$ cat src/rtl/xbus_pkg.sv
package xbus_pkg;

    localparam int WAIT_W = 4;
    localparam int POST_W = 2;

    typedef struct packed {
        logic [WAIT_W-1:0] waits;
        logic [POST_W-1:0] post;
    } xb_cfg_t;

    typedef enum logic [1:0] {
        ST_IDLE,
        ST_ASSERT,
        ST_STRETCH,
        ST_RECOVER
    } xb_state_t;

endpackage

$ cat src/rtl/xbus_region_dec.sv
module xbus_region_dec #(
    parameter int AW = 16,
    parameter int RB = 2
) (
    input  logic [AW-1:0] addr_i,
    output logic [RB-1:0] region_o
);
    always_comb begin
        region_o = addr_i[AW-1 -: RB];
    end
endmodule

$ cat src/rtl/xbus_cfg_bank.sv
module xbus_cfg_bank
    import xbus_pkg::*;
#(
    parameter int RB = 2,
    localparam int NREG = 1 << RB
) (
    input  logic              clk_i,
    input  logic              rst_ni,
    input  logic              wr_i,
    input  logic [RB-1:0]     wr_idx_i,
    input  xb_cfg_t           wr_data_i,
    output xb_cfg_t           cfg_o [NREG]
);
    for (genvar g = 0; g < NREG; g++) begin : g_reg
        always_ff @(posedge clk_i or negedge rst_ni) begin
            if (!rst_ni) begin
                cfg_o[g].waits <= '1;
                cfg_o[g].post  <= '1;
            end else if (wr_i && (wr_idx_i == RB'(g))) begin
                cfg_o[g] <= wr_data_i;
            end
        end
    end
endmodule

$ cat src/rtl/xbus_phase_cnt.sv
module xbus_phase_cnt #(
    parameter int W = 4
) (
    input  logic         clk_i,
    input  logic         rst_ni,
    input  logic         load_i,
    input  logic [W-1:0] load_val_i,
    input  logic         dec_i,
    output logic         is_zero_o,
    output logic         is_one_o
);
    logic [W-1:0] cnt_q;

    always_ff @(posedge clk_i or negedge rst_ni) begin
        if (!rst_ni) begin
            cnt_q <= '0;
        end else if (load_i) begin
            cnt_q <= load_val_i;
        end else if (dec_i && (cnt_q != '0)) begin
            cnt_q <= cnt_q - W'(1);
        end
    end

    always_comb begin
        is_zero_o = (cnt_q == '0);
        is_one_o  = (cnt_q == W'(1));
    end
endmodule

$ cat src/rtl/xbus_wait_ctrl.sv
module xbus_wait_ctrl
    import xbus_pkg::*;
#(
    parameter int AW = 16,
    parameter int RB = 2,
    localparam int NREG = 1 << RB,
    localparam int CNT_W = (WAIT_W > POST_W) ? WAIT_W : POST_W
) (
    input  logic              clk_i,
    input  logic              rst_ni,
    input  logic              req_i,
    input  logic              req_we_i,
    input  logic [AW-1:0]     req_addr_i,
    input  logic              cfg_we_i,
    input  logic [RB-1:0]     cfg_idx_i,
    input  logic [WAIT_W-1:0] cfg_wait_i,
    input  logic [POST_W-1:0] cfg_post_i,
    output logic              done_o,
    output logic [NREG-1:0]   cs_o,
    output logic              oe_o,
    output logic              we_o
);
    xb_state_t         state_q, state_d;
    logic [RB-1:0]     req_region;
    logic [RB-1:0]     cur_region;
    logic              cur_we;
    logic [POST_W-1:0] cur_post;
    xb_cfg_t           cfg_all [NREG];
    xb_cfg_t           cfg_wr;
    xb_cfg_t           cfg_sel;
    logic              cnt_load, cnt_dec, cnt_zero, cnt_one, finish;
    logic [CNT_W-1:0]  cnt_val;
    logic [NREG-1:0]   sel_vec;
    logic              accept;

    xbus_region_dec #(.AW(AW), .RB(RB)) u_dec (
        .addr_i   (req_addr_i),
        .region_o (req_region)
    );

    always_comb begin
        cfg_wr.waits = cfg_wait_i;
        cfg_wr.post  = cfg_post_i;
    end

    xbus_cfg_bank #(.RB(RB)) u_cfg (
        .clk_i     (clk_i),
        .rst_ni    (rst_ni),
        .wr_i      (cfg_we_i),
        .wr_idx_i  (cfg_idx_i),
        .wr_data_i (cfg_wr),
        .cfg_o     (cfg_all)
    );

    xbus_phase_cnt #(.W(CNT_W)) u_cnt (
        .clk_i      (clk_i),
        .rst_ni     (rst_ni),
        .load_i     (cnt_load),
        .load_val_i (cnt_val),
        .dec_i      (cnt_dec),
        .is_zero_o  (cnt_zero),
        .is_one_o   (cnt_one)
    );

    always_comb begin
        cfg_sel = cfg_all[req_region];
        accept  = (state_q == ST_IDLE) && req_i;
    end

    for (genvar g = 0; g < NREG; g++) begin : g_sel
        assign sel_vec[g] = (cur_region == RB'(g));
    end

    // State register
    always_ff @(posedge clk_i or negedge rst_ni) begin
        if (!rst_ni) begin
            state_q <= ST_IDLE;
        end else begin
            state_q <= state_d;
        end
    end

    // Access context captured at acceptance
    always_ff @(posedge clk_i or negedge rst_ni) begin
        if (!rst_ni) begin
            cur_region <= '0;
            cur_we     <= 1'b0;
            cur_post   <= '0;
        end else if (accept) begin
            cur_region <= req_region;
            cur_we     <= req_we_i;
            cur_post   <= cfg_sel.post;
        end
    end

    // Next state and counter control
    always_comb begin
        state_d  = state_q;
        cnt_load = 1'b0;
        cnt_val  = '0;
        cnt_dec  = 1'b0;
        finish   = 1'b0;
        unique case (state_q)
            ST_IDLE: begin
                if (req_i) begin
                    state_d  = ST_ASSERT;
                    cnt_load = 1'b1;
                    cnt_val  = CNT_W'(cfg_sel.waits);
                end
            end
            ST_ASSERT: begin
                if (cnt_zero) finish = 1'b1;
                else          state_d = ST_STRETCH;
            end
            ST_STRETCH: begin
                if (cnt_one) finish = 1'b1;
                else         cnt_dec = 1'b1;
            end
            ST_RECOVER: begin
                if (cnt_one) state_d = ST_IDLE;
                else         cnt_dec = 1'b1;
            end
            default: state_d = ST_IDLE;
        endcase
        if (finish) begin
            if (cur_post != '0) begin
                state_d  = ST_RECOVER;
                cnt_load = 1'b1;
                cnt_val  = CNT_W'(cur_post);
            end else begin
                state_d  = ST_IDLE;
            end
        end
    end

    // Outputs
    always_comb begin
        cs_o   = '0;
        oe_o   = 1'b0;
        we_o   = 1'b0;
        done_o = 1'b0;
        unique case (state_q)
            ST_IDLE, ST_RECOVER: begin
            end
            ST_ASSERT: begin
                cs_o   = sel_vec;
                oe_o   = !cur_we;
                we_o   = cur_we;
                done_o = cnt_zero;
            end
            ST_STRETCH: begin
                cs_o   = sel_vec;
                oe_o   = !cur_we;
                we_o   = cur_we;
                done_o = cnt_one;
            end
            default: begin
            end
        endcase
    end


    strobe_excl_chk: assert property (@(posedge clk_i) disable iff (!rst_ni)
        !(oe_o && we_o));


    one_select_chk: assert property (@(posedge clk_i) disable iff (!rst_ni)
        $onehot0(cs_o));


    done_pulse_chk: assert property (@(posedge clk_i) disable iff (!rst_ni)
        done_o |=> !done_o);


    recover_quiet_chk: assert property (@(posedge clk_i) disable iff (!rst_ni)
        (state_q == ST_RECOVER) |-> (cs_o == '0 && !oe_o && !we_o));


    stretch_hold_chk: assert property (@(posedge clk_i) disable iff (!rst_ni)
        (state_q == ST_STRETCH) |-> $stable(cs_o));


    recover_entry_chk: assert property (@(posedge clk_i) disable iff (!rst_ni)
        (done_o && cur_post == '0) |=> (state_q == ST_IDLE));

endmodule

$ cat config.mk
export PLATFORM = sky130hd
export DESIGN_NAME = xbus_wait_ctrl
export DESIGN_NICKNAME = d
export VERILOG_FILES = /design/src/rtl/xbus_pkg.sv /design/src/rtl/xbus_region_dec.sv /design/src/rtl/xbus_cfg_bank.sv /design/src/rtl/xbus_phase_cnt.sv /design/src/rtl/xbus_wait_ctrl.sv
export SDC_FILE = /design/constraint.sdc
export NUM_CORES = 1
export LEC_CHECK = 0
export ABC_AREA = 1
export BUFFER_PORTS_ARGS = -buffer_cell sky130_fd_sc_hd__clkbuf_2
export CAP_MARGIN = 20
export CORE_UTILIZATION = 57
export CTS_BUF_LIST = sky130_fd_sc_hd__clkbuf_4
export CTS_CLUSTER_DIAMETER = 150
export DETAILED_ROUTE_END_ITERATION = 8
export PLACE_DENSITY = 0.79
export SLEW_MARGIN = 0
export SYNTH_ARGS = -nofsm -noshare
export SYNTH_HDL_FRONTEND = slang
export SYNTH_SLANG_ARGS = --single-unit
$ cat constraint.sdc
create_clock -name clk_i -period 2 [get_ports clk_i]
set_input_delay 0.4 -clock clk_i [delete_from_list [all_inputs] [get_ports clk_i]]
set_output_delay 0.4 -clock clk_i [all_outputs]
set_load 0.02 [all_outputs]
Word-level counts from Yosys, hierarchy flattened --
Cells that the tools add are included.
Word-level totals: register bits after elaboration 35, input port bits 29, output and inout port bits 7, logic and storage cells 75
Operators by class: $add $sub $neg 1, order comparisons 1, equality and inequality tests 13, mux-type cells 28, bitwise gates (word level) 1, reductions and logical operators 18
Operator list (number):
- 4-bit 2-to-1 mux | 7
- 6-bit binary-select mux with 2-bit select | 1
- 2-bit equality test (second input constant) | 6
- 6-bit 2-to-1 mux | 2
- 1-bit 2-to-1 mux | 10
- 2-bit 2-to-1 mux | 5
- 3-bit inequality test (second input constant) | 3
- 4-bit nonzero test | 2
- 2-bit by 1-bit equality test with 1-bit output (second input constant) | 3
- 1-bit logical AND | 6
- 2-bit logical NOT | 3
- 2-bit one-hot mux with 3 select lines | 1
- 4-bit by 1-bit equality test with 1-bit output (second input constant) | 1
- 4-bit logical NOT | 1
- 1-bit one-hot mux with 2 select lines | 2
- 4-bit AND reduction | 1
- 2-bit nonzero test | 2
- 2-bit OR reduction | 2
- 4-bit by 1-bit subtractor with 4-bit output (second input constant) | 1
- 3-bit >= comparator (second input constant) | 1
- 2-bit inverter with 3-bit output | 1
- 1-bit logical NOT | 1

Depth between registers and ports, before layout --
Gate-level depths: netlist of run 1.
depth in word-level cells 9, depth in mapped cells 10, depth with buffers taken out 10

Modules after synthesis --
From an unflattened synthesis of run 1, not the netlist that was laid out.
Unflattened totals: cells, all modules 280, area, all modules 2140.8 sq um
By module, submodules not included:
- xbus_cfg_bank | times used 1, cells an instance 110, area each 1106.1 sq um, seq. area each 630.6 sq um
- xbus_wait_ctrl | times used 1, cells an instance 125, area each 729.4 sq um, seq. area each 175.2 sq um
- xbus_phase_cnt | times used 1, cells an instance 43, area each 290.3 sq um, seq. area each 100.1 sq um
- xbus_region_dec | times used 1, cells an instance 2, area each 15.0 sq um, seq. area each 0.0 sq um

Worst setup path after synthesis of run 1 --
No wires, ideal clock.
path kind reg2out, from register state_q[0], to output cs_o[3], arrival time 1462 ps, required time 1600 ps, path slack 138 ps, cell stages (with the launch flop) 5, path buffers 0, cell sequence dfrtp_1 inv_1 ha_1 inv_1 nor3_1
On the way: word-level cells in the longest chain between the ends 3, elaborated cells between the ends (all ways) 4, those cells by class eq/ne (2); mux (1); reduce/logical (1)
Ends and longest elaborated chain:
- from (decl) | line xbus_wait_ctrl.sv:23 | xb_state_t state_q, state_d;
- from (signal assigned) | line xbus_wait_ctrl.sv:79 | state_q <= state_d;
- 2-bit equality test / 2-bit by 1-bit equality test with 1-bit output (equally long branches) | line xbus_wait_ctrl.sv:142 | unique case (state_q)
- 2-bit OR reduction (no line) *
- 4-bit 2-to-1 mux * | line xbus_wait_ctrl.sv:142
- to (decl) | line xbus_wait_ctrl.sv:19 | output logic [NREG-1:0] cs_o,
Mark *: on every way between the ends. The rest lies on a longest branch, timed or not.

Worst setup path in the final report of run 1 --
from register state_q[1], to output cs_o[0]
The elaborated chain is that of the path after synthesis.

==> impl_metrics.toml, run 1 <==
[placement]
numPlacedInstances = 303
portBuffers = 21
dp_hpwl_mm = 2.717
placedInstanceArea_um2 = 2085
routability_cong = 0.7930

[clock_tree]
tritoncts = "built"
cts-root-to-sink-buffers = 2
cts.root.buffer_cell = "sky130_fd_sc_hd__clkbuf_4"
tritoncts_num_sinks = 35
clock_insertion_delay_worst_skew_ps = 350
cts.htree.levels = 2
clock_transition_at_the_register_clock_pins_on_the_worst_setup_and_hold_paths_after_cts_ps = 110
cts_made_buffers = 5

[grt]
initial_antenna_violation_count = 0
grt.overflow.total = 0
grt_first_pass_wirelength_mm = 6.575
first_global_vias = 1535
gr-usage-all-layers_pct = 25.03
grt_max_degree = 21

[pwr]
power_switching_share_pct = 41.79
vdd.ir_drop.worst_mv = 0.7700
p_seq_share_pct = 34.9
power.leakage_nw = 1.130
net-switching-power_mw = 1.310
clkPwrFrac_pct = 16.1
combinationalPowerShare_pct = 49.0
internal_power_consumption_mw = 1.825
cellPowerDensity_nw_per_um2 = 1383

[timing]
final_max_slew_viol_count = 0
finalSetupViolCount = 1
timing.fmax_ghz = 0.4959
worstMarginPinSlew_ps = 526.7
fin_ws_ps = -16.35
max_transition_margin_pct = 64.89
fin_crit_sh_pct = 100.8
period_needed_ps = 2016
skew_ps = 4.039
final-hold-violation-count = 0

[yosys]
netlist_top_cells_area = "sky130_fd_sc_hd__dfstp_2 33%, sky130_fd_sc_hd__dfrtp_1 14%, sky130_fd_sc_hd__nand2_1 12%, sky130_fd_sc_hd__o21ai_0 8.5%, sky130_fd_sc_hd__inv_1 5.2%"
syn_inst = 243
synth_top_area_share_pct = 32.52
synth_nets = 279
synth_enable_flop_cells = 0
synth-main-ff-cell = "sky130_fd_sc_hd__dfstp_2"
synth_seq_cells = 35
synth_common_cells = "62 x sky130_fd_sc_hd__nand2_1, 33 x sky130_fd_sc_hd__o21ai_0, 27 x sky130_fd_sc_hd__inv_1, 24 x sky130_fd_sc_hd__dfstp_2, 20 x sky130_fd_sc_hd__nor2_1"
synth_sequential_area_ratio_pct = 46.71
synth_cell_type_count = 31
ys_async_sr_fraction_pct = 100.0
yosysTopAreaCell = "sky130_fd_sc_hd__dfstp_2"
synthesis.area_per_instance_um2 = 7.981
syn_area_um2 = 1939
yosysMostFrequentCell = "sky130_fd_sc_hd__nand2_1"
synth-warning-count = 0

[drt]
vias = 1665
detail_route.drc_violations = 0
dr.first_iter.drc_count = 70
antenna_violating_nets_left = 0
drt_first_pass_iters = 4
postRouteWirelength_mm = 4.221
via_per_inst = 5.219
routedWlPerCell_um = 13.23

[layout]
drive_above_1_share_pct = 31.64
number_of_diodes_added_for_antenna_fixing = 0
postLayoutCellArea_um2 = 2266
multi_input_comb_area_um2 = 925.9
syn2layout_area_growth_pct = 16.84
seqCellArea_um2 = 905.9
instances_no_fill = 319
nets = 310
utilization_pct = 72.44
fillCellCount = 254

[worst_setup_path]
path_buf_inv = 3
worst-r2r-cell-count = 9
critical-path-max-stage-delay_ps = 410
critical_path.top_delay_family = "flip-flops"
ws_path_type = "flop to output port"
regToRegSetupSlack_ps = 120
worstReg2RegStart = "state_q[1]"
worstPathRequired_ps = 1600
cp_cell_sequence = "inv_2 > ha_4 > inv_1 > nor3_1 > buf_4"
worst-path-max-fanout = 5
cp_slowest_cell = "sky130_fd_sc_hd__dfrtp_1"
critPathCaptureType = "output port"
worst-endpoint-arrival_ps = 1620
critPathLaunchType = "flop"
r2r-end = "u_cnt.cnt_q[2]"

[floorplanning]
initial_utilization_pct = 62.00
die_width_um = 60.33
fp-row-count = 20
core-area_um2 = 3128
die_h_um = 60.33
num_io_pins = 36
dieArea_um2 = 3640

[run_status]
outcome = "finished with violations"
violations = "negative setup slack"

[flow_run]
max_cap_violations = 0

[worst_hold_path]
worst_hold_path_type = "input port to async pin"
[registers in the layout (all words and copies together), names as in the netlist]
register     flops
u_cnt.cnt_q      4
state_q          2
cur_region       2
u_cfg.cfg_o     24
cur_post         2
cur_we           1
[metrics by stage]
| step | power, mW | hold WS (ps) | worst slack, ps | TNS, ps |
|---|---|---|---|---|
| 2_1_floorplan | 2.066 | 104.4 | 138.5 | 0 |
| 3_3_place_gp | 2.341 | 393.7 | 368.2 | 0 |
| 3_5_place_dp | 2.379 | 394.5 | 333.0 | 0 |
| 4_1_cts | 2.943 | 8.843 | 22.78 | 0 |
| 5_1_grt | 3.350 | 31.19 | -59.93 | -122.4 |
| 6_report | 3.135 | 8.220 | -16.35 | -16.35 |
[worst register-to-register path, cell delays in order (launching register included)]
cell                      delay (ps)
sky130_fd_sc_hd__dfrtp_1         430
sky130_fd_sc_hd__buf_4           160
sky130_fd_sc_hd__buf_4           120
sky130_fd_sc_hd__buf_4           130
sky130_fd_sc_hd__ha_1            200
sky130_fd_sc_hd__or2_2           310
sky130_fd_sc_hd__nand3_1         180
sky130_fd_sc_hd__nand3_4         110
sky130_fd_sc_hd__nand2_1          80
sky130_fd_sc_hd__o21ai_1          60
[area by class of cell]
type	instances	area share, %
Inverter	30	4.970
Timing Repair Buffer	32	8.393
Clock buffer	5	1.657
Tap cell	44	2.430
Multi-Input combinational cell	170	40.86
Sequential cell	35	39.98
Clock inverter	3	1.712
[per-layer routing]
| metal | track usage [%] | routed length (µm) | vias to the layer above |
|---|---|---|---|
| met5 | 0 | 0 | - |
| met1 | 29.58 | 1842 | 764 |
| li1 | - | - | 847 |
| met3 | 7.036 | 159 | 14 |
| met4 | 12.29 | 131 | 0 |
| met2 | 41.92 | 2087 | 40 |
[how the worst max path moves through the flow]
stage / from / endpoint / slack (ps) / depth (start not counted)
4_1_cts: state_q[1] / cs_o[3] / 20 / 5
3_5_place_dp: state_q[0] / done_o / 330 / 6
5_1_grt: state_q[1] / cs_o[0] / -60 / 5
6_report: state_q[1] / cs_o[0] / -20 / 5
2_1_floorplan: state_q[0] / cs_o[3] / 140 / 4
3_3_place_gp: u_cnt.cnt_q[0] / done_o / 370 / 7
[cell families (layout without fill, tap and decap cells)]
family	count (synthesis)	after routing	share of synthesized area (%)
AOI/OAI and AO/OA	44	44	12.13
adders and majority gates	7	7	4.516
buffers and inverters	38	70	7.742
DFF	35	35	46.71
and+or+nand+nor	119	119	28.90
[cell usage in the layout (no fill, tap or decap), types with 5 or more instances in the layout]
master	instances
sky130_fd_sc_hd__nand2_1	62
sky130_fd_sc_hd__o21ai_0	33
sky130_fd_sc_hd__dfstp_2	24
sky130_fd_sc_hd__inv_1	23
sky130_fd_sc_hd__nor2_1	20
sky130_fd_sc_hd__clkbuf_2	17
sky130_fd_sc_hd__nand3_1	16
sky130_fd_sc_hd__buf_4	12
sky130_fd_sc_hd__dfrtp_1	11
sky130_fd_sc_hd__inv_2	6
sky130_fd_sc_hd__clkbuf_4	5
[timing repair]
action | CTS | global route
hold buffers | 0 | 0
cloned | 0 | 0
buffers inserted | 3 | 5
gates resized for setup | 5 | 12
pin swaps | 0 | 1
setup endpoints to repair | 4 | 6
[power by group through the flow]
stage                     logic [mW]  clock network, mW  registers, mW
after floorplan                0.999                  0           1.07
final                           1.54              0.505           1.09
after global placement          1.25                  0           1.09
after detailed placement        1.28                  0           1.10
after global routing            1.69              0.545           1.11
after CTS                       1.35              0.509           1.08
No activity file was read; power rests on OpenSTA's default activity.
==> run 2: changes to the inputs <==
--- a/config.mk
+++ b/config.mk
@@ -12,6 +12,7 @@
 export CTS_BUF_LIST = sky130_fd_sc_hd__clkbuf_4
 export CTS_CLUSTER_DIAMETER = 150
 export DETAILED_ROUTE_END_ITERATION = 8
+export HOLD_SLACK_MARGIN = 0.08
 export PLACE_DENSITY = 0.79
 export SLEW_MARGIN = 0
 export SYNTH_ARGS = -nofsm -noshare
==> impl_metrics.toml, run 2 (synthesis results as in run 1) <==
[pwr]
net-switching-power_mw = 1.275
vdd.ir_drop.worst_mv = 0.7541
total_power_mw = 3.083
cellPowerDensity_nw_per_um2 = 1362
internal_power_consumption_mw = 1.807
p_seq_share_pct = 35.4
power_switching_share_pct = 41.37
combinationalPowerShare_pct = 48.3
clkPwrFrac_pct = 16.3
power.leakage_nw = 1.123

[drt]
detail_route.drc_violations = 0
vias = 1650
via_per_inst = 5.189
dr.first_iter.drc_count = 69
drt_first_pass_iters = 4
antenna_violating_nets_left = 0
postRouteWirelength_mm = 4.009
routedWlPerCell_um = 12.61

[placement]
dp_hpwl_mm = 2.717
numPlacedInstances = 303
routability_cong = 0.7930
portBuffers = 21
pre_cts_ws_ps = 333.0

[floorplanning]
fp-row-count = 20
num_io_pins = 36
die_h_um = 60.33
die_width_um = 60.33
dieArea_um2 = 3640
initial_utilization_pct = 62.00
core-area_um2 = 3128

[clock_tree]
cts_made_buffers = 5
clock_transition_at_the_register_clock_pins_on_the_worst_setup_and_hold_paths_after_cts_ps = 100
tritoncts = "built"
cts.htree.levels = 2
clock_insertion_delay_worst_skew_ps = 340
cts.root.buffer_cell = "sky130_fd_sc_hd__clkbuf_4"
tritoncts_num_sinks = 35
cts-root-to-sink-buffers = 2

[worst_setup_path]
cp_cell_sequence = "inv_2 > ha_4 > inv_2 > nor3_1 > buf_4"
cp_slowest_cell = "sky130_fd_sc_hd__dfrtp_1"
crit_path_frequent_cell = "sky130_fd_sc_hd__inv_2"
path_buf_inv = 3
worst-endpoint-arrival_ps = 1570
critPathCaptureType = "output port"
critical_path.top_delay_family = "flip-flops"
ws_path_type = "flop to output port"
worstPathRequired_ps = 1600
critPathLaunchType = "flop"
critical-path-max-stage-delay_ps = 410
worst-path-max-fanout = 5

[layout]
most-common-layout-cells = "62 x sky130_fd_sc_hd__nand2_1, 33 x sky130_fd_sc_hd__o21ai_0, 24 x sky130_fd_sc_hd__dfstp_2"
utilization_pct = 72.36
biggestRegsByFlops = "u_cfg.cfg_o (24), u_cnt.cnt_q (4)"
largest_register = "u_cfg.cfg_o"
drive_above_1_share_pct = 31.39
number_of_diodes_added_for_antenna_fixing = 0
syn2layout_area_growth_pct = 16.71
instances_no_fill = 318
layout.cells.most_common = "sky130_fd_sc_hd__nand2_1"
nets = 309
fillCellCount = 249
max_ffs_per_register = 24

[timing]
fin_crit_sh_pct = 98.25
skew_ps = 5.018
max_transition_margin_pct = 66.44
final_max_slew_viol_count = 0
finalSetupViolCount = 0
fin_ws_ps = 34.98
worstMarginPinSlew_ps = 503.5
period_needed_ps = 1965
final-hold-violation-count = 0
timing.fmax_ghz = 0.5089

[grt]
first_global_vias = 1532
grt_first_pass_wirelength_mm = 6.548
gr-usage-all-layers_pct = 24.94
grt.overflow.total = 0
initial_antenna_violation_count = 0
grt_max_degree = 21

[flow_run]
max_cap_violations = 0

[worst_hold_path]
worst_hold_path_type = "input port to flop"

[run_status]
outcome = "completed"
==> run 2: cell types whose count changed in the layout (fill, tap and decap cells not counted), sizes merged <==
cell	previous run	this run
dlygate4sd3	0	1
buf	15	13
==> run 2: layout make-up <==
type / instances / area, µm² / share of cell area, %
flip-flops and latches: 35 / 905.9 / 40.02
repair buffers: 31 / 187.7 / 8.292
inverters: 30 / 112.6 / 4.975
clock buffers: 5 / 37.54 / 1.658
clock inverters: 3 / 38.79 / 1.714
well taps: 44 / 55.05 / 2.432
multi-input cells: 170 / 925.9 / 40.91
==> run 2: layer usage <==
metal | vias up | global-route usage, % | wire, µm
met3 | 12 | 7.036 | 149
met5 | - | 0 | 0
met1 | 760 | 29.44 | 1788
met2 | 33 | 41.76 | 1974
met4 | 0 | 12.29 | 97
li1 | 845 | - | -
==> run 2: through the flow <==
step           TNS (ps)  hold WS, ps  instance area, µm²
2_1_floorplan         0        104.4                1939
3_3_place_gp          0        393.7                2085
4_1_cts               0        245.8                2203
5_1_grt          -16.90        256.6                2263
3_5_place_dp          0        394.5                2085
6_report              0        259.1                2263
==> run 2: final timing paths <==
kind / from / to / slack, ps / depth (start not counted)
worst max-delay path: state_q[1] / cs_o[0] / 30 / 5
worst min-delay path: req_we_i / cur_we / 260 / 3
worst max register to register: state_q[0] / u_cnt.cnt_q[2] / 240 / 8
worst min register to register: u_cfg.cfg_o[10] / u_cfg.cfg_o[10] / 490 / 2
max in group asynchronous: rst_ni / u_cfg.cfg_o[13] / 800 / 3
min in group asynchronous: rst_ni / u_cnt.cnt_q[0] / 540 / 2
==> run 2: timing repair <==
item | CTS | global route
buffers inserted | 3 | 3
setup endpoints to repair | 4 | 6
pin swaps | 0 | 1
resized for setup | 5 | 14
cloned | 0 | 0
hold buffers | 1 | 0
endpoints found under the hold margin | 11 | 0
==> run 2: power groups by stage <==
stage / logic, mW / clock network, mW / registers (mW)
2_1_floorplan: 0.999 / 0 / 1.07
3_3_place_gp: 1.25 / 0 / 1.09
3_5_place_dp: 1.28 / 0 / 1.10
4_1_cts: 1.35 / 0.509 / 1.08
5_1_grt: 1.67 / 0.549 / 1.11
6_report: 1.49 / 0.502 / 1.09
==> run 2: worst reg2reg max path: stages, from the launching register on <==
cell and delay (ps):
sky130_fd_sc_hd__dfrtp_1 420, sky130_fd_sc_hd__buf_4 150, sky130_fd_sc_hd__buf_4 130, sky130_fd_sc_hd__ha_1 220, sky130_fd_sc_hd__or2_2 310, sky130_fd_sc_hd__nand3_1 180, sky130_fd_sc_hd__nand3_4 110, sky130_fd_sc_hd__nand2_1 80
sky130_fd_sc_hd__o21ai_1 60
